===== config.mk =====
export PLATFORM = sky130hd
export DESIGN_NAME = digit_sequencer
export DESIGN_NICKNAME = d
export VERILOG_FILES = /design/src/rtl/digseq_pkg.sv /design/src/rtl/digseq_rst_sync.sv /design/src/rtl/digseq_next.sv /design/src/rtl/digseq_state_reg.sv /design/src/rtl/digseq_decode.sv /design/src/rtl/digit_sequencer.sv
export SDC_FILE = /design/constraint.sdc
export NUM_CORES = 1
export LEC_CHECK = 0
export ABC_AREA = 1
export CELL_PAD_IN_SITES_DETAIL_PLACEMENT = 1
export CELL_PAD_IN_SITES_GLOBAL_PLACEMENT = 2
export CORE_AREA = 2 2 39 41
export DETAILED_ROUTE_END_ITERATION = 10
export DIE_AREA = 0 0 41 43
export GPL_TIMING_DRIVEN = 0
export HOLD_SLACK_MARGIN = 0.03
export PLACE_DENSITY = 0.57
export SLEW_MARGIN = 20
export SYNTH_ARGS = -nofsm -noshare
export SYNTH_HDL_FRONTEND = slang
export SYNTH_SLANG_ARGS = --single-unit
export TNS_END_PERCENT = 50

===== constraint.sdc =====
create_clock -name clk -period 1.2 [get_ports clk]
set_input_delay 0.24 -clock clk [delete_from_list [all_inputs] [get_ports clk]]
set_output_delay 0.24 -clock clk [all_outputs]
set_load 0.02 [all_outputs]

===== src/rtl/digseq_pkg.sv =====
package digseq_pkg;

  localparam int DIGIT_W = 4;
  localparam int STATE_W = 2;

  typedef enum logic [STATE_W-1:0] {
    ST_FOUR = 2'b00,
    ST_SIX  = 2'b01,
    ST_NINE = 2'b10,
    ST_ONE  = 2'b11
  } step_e;

  localparam logic [DIGIT_W-1:0] DIG_FOUR = 4'd4;
  localparam logic [DIGIT_W-1:0] DIG_SIX  = 4'd6;
  localparam logic [DIGIT_W-1:0] DIG_NINE = 4'd9;
  localparam logic [DIGIT_W-1:0] DIG_ONE  = 4'd1;

endpackage


===== src/rtl/digseq_rst_sync.sv =====
module digseq_rst_sync #(
  parameter int SYNC_STAGES = 2
) (
  input  logic clk,
  input  logic rst_n,
  output logic rst_sync_n
);

  logic [SYNC_STAGES-1:0] chain_q;

  // asserts immediately, releases after SYNC_STAGES edges
  always_ff @(posedge clk or negedge rst_n) begin
    if (!rst_n) begin
      chain_q <= '0;
    end else begin
      chain_q <= {chain_q[SYNC_STAGES-2:0], 1'b1};
    end
  end

  assign rst_sync_n = chain_q[SYNC_STAGES-1];

endmodule


===== src/rtl/digseq_next.sv =====
module digseq_next
  import digseq_pkg::*;
(
  input  step_e cur_state,
  output step_e succ_state
);

  always_comb begin
    unique case (cur_state)
      ST_FOUR: succ_state = ST_SIX;
      ST_SIX:  succ_state = ST_NINE;
      ST_NINE: succ_state = ST_ONE;
      ST_ONE:  succ_state = ST_FOUR;
      default: succ_state = ST_FOUR;
    endcase
  end

endmodule


===== src/rtl/digseq_state_reg.sv =====
module digseq_state_reg
  import digseq_pkg::*;
(
  input  logic  clk,
  input  logic  rst_n,
  input  logic  step_en,
  input  step_e d_state,
  output step_e q_state
);

  always_ff @(posedge clk or negedge rst_n) begin
    if (!rst_n) begin
      q_state <= ST_FOUR;
    end else if (step_en) begin
      q_state <= d_state;
    end
  end

endmodule


===== src/rtl/digseq_decode.sv =====
module digseq_decode
  import digseq_pkg::*;
(
  input  step_e                 state,
  output logic [DIGIT_W-1:0]    value
);

  always_comb begin
    unique case (state)
      ST_FOUR: value = DIG_FOUR;
      ST_SIX:  value = DIG_SIX;
      ST_NINE: value = DIG_NINE;
      ST_ONE:  value = DIG_ONE;
      default: value = DIG_FOUR;
    endcase
  end

endmodule


===== src/rtl/digit_sequencer.sv =====
module digit_sequencer
  import digseq_pkg::*;
#(
  parameter int SYNC_STAGES = 2
) (
  input  logic               clk,
  input  logic               rst_n,
  input  logic               advance_en,
  output logic [DIGIT_W-1:0] digit
);

  logic  rst_run_n;
  step_e state_q;
  step_e state_d;

  digseq_rst_sync #(.SYNC_STAGES(SYNC_STAGES)) u_rst_sync (
    .clk        (clk),
    .rst_n      (rst_n),
    .rst_sync_n (rst_run_n)
  );

  digseq_next u_next (
    .cur_state  (state_q),
    .succ_state (state_d)
  );

  digseq_state_reg u_state (
    .clk     (clk),
    .rst_n   (rst_run_n),
    .step_en (advance_en),
    .d_state (state_d),
    .q_state (state_q)
  );

  digseq_decode u_dec (
    .state (state_q),
    .value (digit)
  );

endmodule


==> flow_metrics.env <==
export IMPL_status="finished, violations left"
export IMPL_failed_checks="setup timing"
export IMPL_gp_congestion=0.5087
export IMPL_rows=14
export IMPL_portBuffers=6
export IMPL_synthSimpleGateAreaFrac=0.1195
export IMPL_root_buffer="clkbuf_4"
export IMPL_clk_pin_slew_ps=40
export IMPL_dp_cells=41
export IMPL_finalPower_mw=0.9316
export IMPL_vias=173
export IMPL_fp_dieH_um=43
export IMPL_cpMostUsedCell="buf_6"
export IMPL_swShare=0.3912
export IMPL_coreArea_mm2=0.001384
export IMPL_die_x_um=41
export IMPL_rsz0062_at_grt="yes"
export IMPL_antenna_cells=0
export IMPL_whs_ps=177.4
export IMPL_setup_violations=4
export IMPL_reg2reg_to="u_state.q_state[1]$_DFFE_PN0P_"
export IMPL_path_depth=4
export IMPL_finalCritPeriodShare=1.246
export IMPL_final_antenna_net_count=0
export IMPL_yosys_area_top_type="dfrtp_1"
export IMPL_synth_area_um2=198.9
export IMPL_slowest_delay_ps=400
export IMPL_synth_seq_cells=4
export IMPL_crit_type="reg2out"
export IMPL_drive_gt1_frac=0.4516
export IMPL_cp_cell_sequence="buf_6 -> ha_4 -> or2_1 -> buf_6"
export IMPL_r2r_slack_ps=170
export IMPL_fin_nets=40
export IMPL_die_area_mm2=0.001763
export IMPL_p_sw_mw=0.3644
export IMPL_grt_max_degree=5
export IMPL_required_ps=960
export IMPL_first_global_vias=215
export IMPL_setup_ws_ps=-295.5
export IMPL_crit_path_end="digit[2]"
export IMPL_drt_pass1_iterations=2
export IMPL_power_density_mw_per_mm2=2698
export IMPL_grt_ovfl_total=0
export IMPL_synth_area_mux_share=0
export IMPL_path_max_fanout=3
export IMPL_cts_buffer_depth=2
export IMPL_r2r_cells=4
export IMPL_finalHoldViolations=0
export IMPL_clockPowerShare=0.172
export IMPL_vdd_drop_max_v=0.0008034
export IMPL_critPathLaunch="u_state.q_state[0]$_DFFE_PN0P_"
export IMPL_start_kind="flip-flop"
export IMPL_syn_area_per_cell_um2=10.47
export IMPL_critPathBufInv=2
export IMPL_ys_warn_count=0
export IMPL_cts_made_buffers=3
export IMPL_drt_iter0_markers=1
export IMPL_seq_area_frac_synth=0.5031
export IMPL_leakagePower_nw=0.1696
export IMPL_dp_hpwl_um=298
export IMPL_layout_min_cycle_time_ps=1496
export IMPL_synth_top_area_share=0.5031
export IMPL_synth_compound_area_frac=0.05031
export IMPL_skew_ps=1.983
export IMPL_grt_usage=0.06653
export IMPL_h_tree_depth=1
export IMPL_cts_tree="yes"
export IMPL_power_internal_mw=0.5672
export IMPL_synth_cells=19
export IMPL_crit_family="flip-flops"
export IMPL_drc=0
export IMPL_worst_ep_arrival_time_ps=1260
export IMPL_critPathCaptureType="output port"
export IMPL_vias_per_cell=3.681
export IMPL_p_seq_frac=0.225
export IMPL_synth_fa_ha_area_frac=0.2516
export IMPL_drv_slew=0
export IMPL_final_cells=47
export IMPL_clk_latency_ps=230
export IMPL_yosys_top_cells_area="dfrtp_1 (50%), ha_1 (25%), or2_1 (6.3%)"
export IMPL_r2r_start="u_state.q_state[1]$_DFFE_PN0P_"
export IMPL_synth_cell_types=8
export IMPL_cap_violations=0
export IMPL_synth_fp_nets=26
export IMPL_hold_path_class="in2async"
export IMPL_share_comb_of_total_power=0.603
export IMPL_initial_core_util=0.1438
export IMPL_synth_top_family_by_area="adder cells"
export IMPL_grt_pass1_wl_um=752
export IMPL_synth_xor_area_frac=0
export IMPL_ios=7
export IMPL_antenna_found_initial=0
export IMPL_cpMaxStageDelayCell="dfrtp_1"
export IMPL_wirelength_um=386
export IMPL_post_drt_wl_per_cell_um=8.213
export IMPL_timing_fmax_mhz=668.7
export IMPL_syn2layout_area_growth_pct=73.58
export IMPL_clock_sinks=4
power groups by stage:
stage          clock (mW)  sequential (mW)  combinational (mW)
3_5_place_dp            0            0.211               0.488
2_1_floorplan           0            0.201               0.292
5_1_grt             0.188            0.216               0.630
3_3_place_gp            0            0.210               0.474
6_report            0.160            0.209               0.562
4_1_cts             0.170            0.207               0.564
synth_stat cells:
| library cell | n |
|---|---|
| conb_1 | 1 |
| nand2_1 | 3 |
| inv_1 | 3 |
| or2_1 | 2 |
| ha_1 | 4 |
| o21ai_1 | 1 |
| o21ai_0 | 1 |
| dfrtp_1 | 4 |
stage by stage:
stage                     cell area, µm²  setup slack (ps)    util  setup TNS [ps]
after global routing               345.3            -361.7  0.2495           -1206
after CTS                          342.8            -311.2  0.2477          -976.8
after floorplan                    203.9            -23.48       -          -23.48
after global placement             284.0            -467.7  0.2052           -1542
after detailed placement           284.0            -480.7  0.2052           -1578
final                              345.3            -295.5  0.2495          -903.3
kinds of logic after synthesis:
logic type / Yosys count
adder cells (fa/ha/maj): 4
AND/OR/NAND/NOR: 5
flip-flops: 4
other: 1
buffers and inverters: 3
AO/OA/AOI/OAI: 2
worst min path at each step:
stage                                 endpoint  slack, ps
2_1_floorplan  u_rst_sync.chain_q[0]$_DFF_PN0_        -60
3_3_place_gp    u_state.q_state[0]$_DFFE_PN0P_         20
3_5_place_dp    u_state.q_state[1]$_DFFE_PN0P_         20
4_1_cts        u_rst_sync.chain_q[1]$_DFF_PN0_        170
5_1_grt        u_rst_sync.chain_q[1]$_DFF_PN0_        170
6_report       u_rst_sync.chain_q[1]$_DFF_PN0_        180
layer usage:
layer  track usage  up-vias  part of all wire
met5             0        -                 0
met4       0.02000        0                 0
met3       0.06283        0              0.14
met2        0.1156        9              0.53
met1       0.04560       83              0.32
li1              -       81                 -
worst reg2reg max path, delay by kind of cell, from the launching register on:
kind,cells,cell delay [ps]
flops,1,400
fa+ha+maj,1,280
buf+inv,1,110
simple gates,1,60
compound gates,1,60
flip-flops by register name, summed over array words and instances, names as in the netlist:
| register | flops |
|---|---|
| u_rst_sync.chain_q | 2 |
| u_state.q_state | 2 |
cell type report:
class / count / area [µm²]
inverters: 3 / 11.26
repair buffers: 9 / 83.83
fillers: 170 / 1039
multi-input cells: 12 / 107.6
flip-flops and latches: 4 / 100.1
clock buffers: 3 / 22.52
well taps: 16 / 20.02
cells in the final DEF, fill, tap and decap left out:
cell type | netlist | final
dfrtp_1 | 4 | 4
conb_1 | 1 | 1
ha_1 | 4 | 1
nand2_1 | 3 | 3
or2_4 | 0 | 1
dlygate4sd2_1 | 0 | 1
dlygate4sd3_1 | 0 | 1
clkdlybuf4s50_1 | 0 | 2
buf_4 | 0 | 3
or2_1 | 2 | 1
inv_1 | 3 | 1
clkbuf_4 | 0 | 3
o21ai_0 | 1 | 1
o21ai_1 | 1 | 1
buf_6 | 0 | 2
ha_2 | 0 | 2
ha_4 | 0 | 1
inv_2 | 0 | 2
timing repair:
action,4_1_cts,5_1_grt
hold endpoints to repair,2,0
pin swaps,2,1
resized for setup,21,2
setup buffers,2,0
setup endpoints to repair,4,4
hold buffers,1,0
No activity file was read; power rests on OpenSTA's default activity.
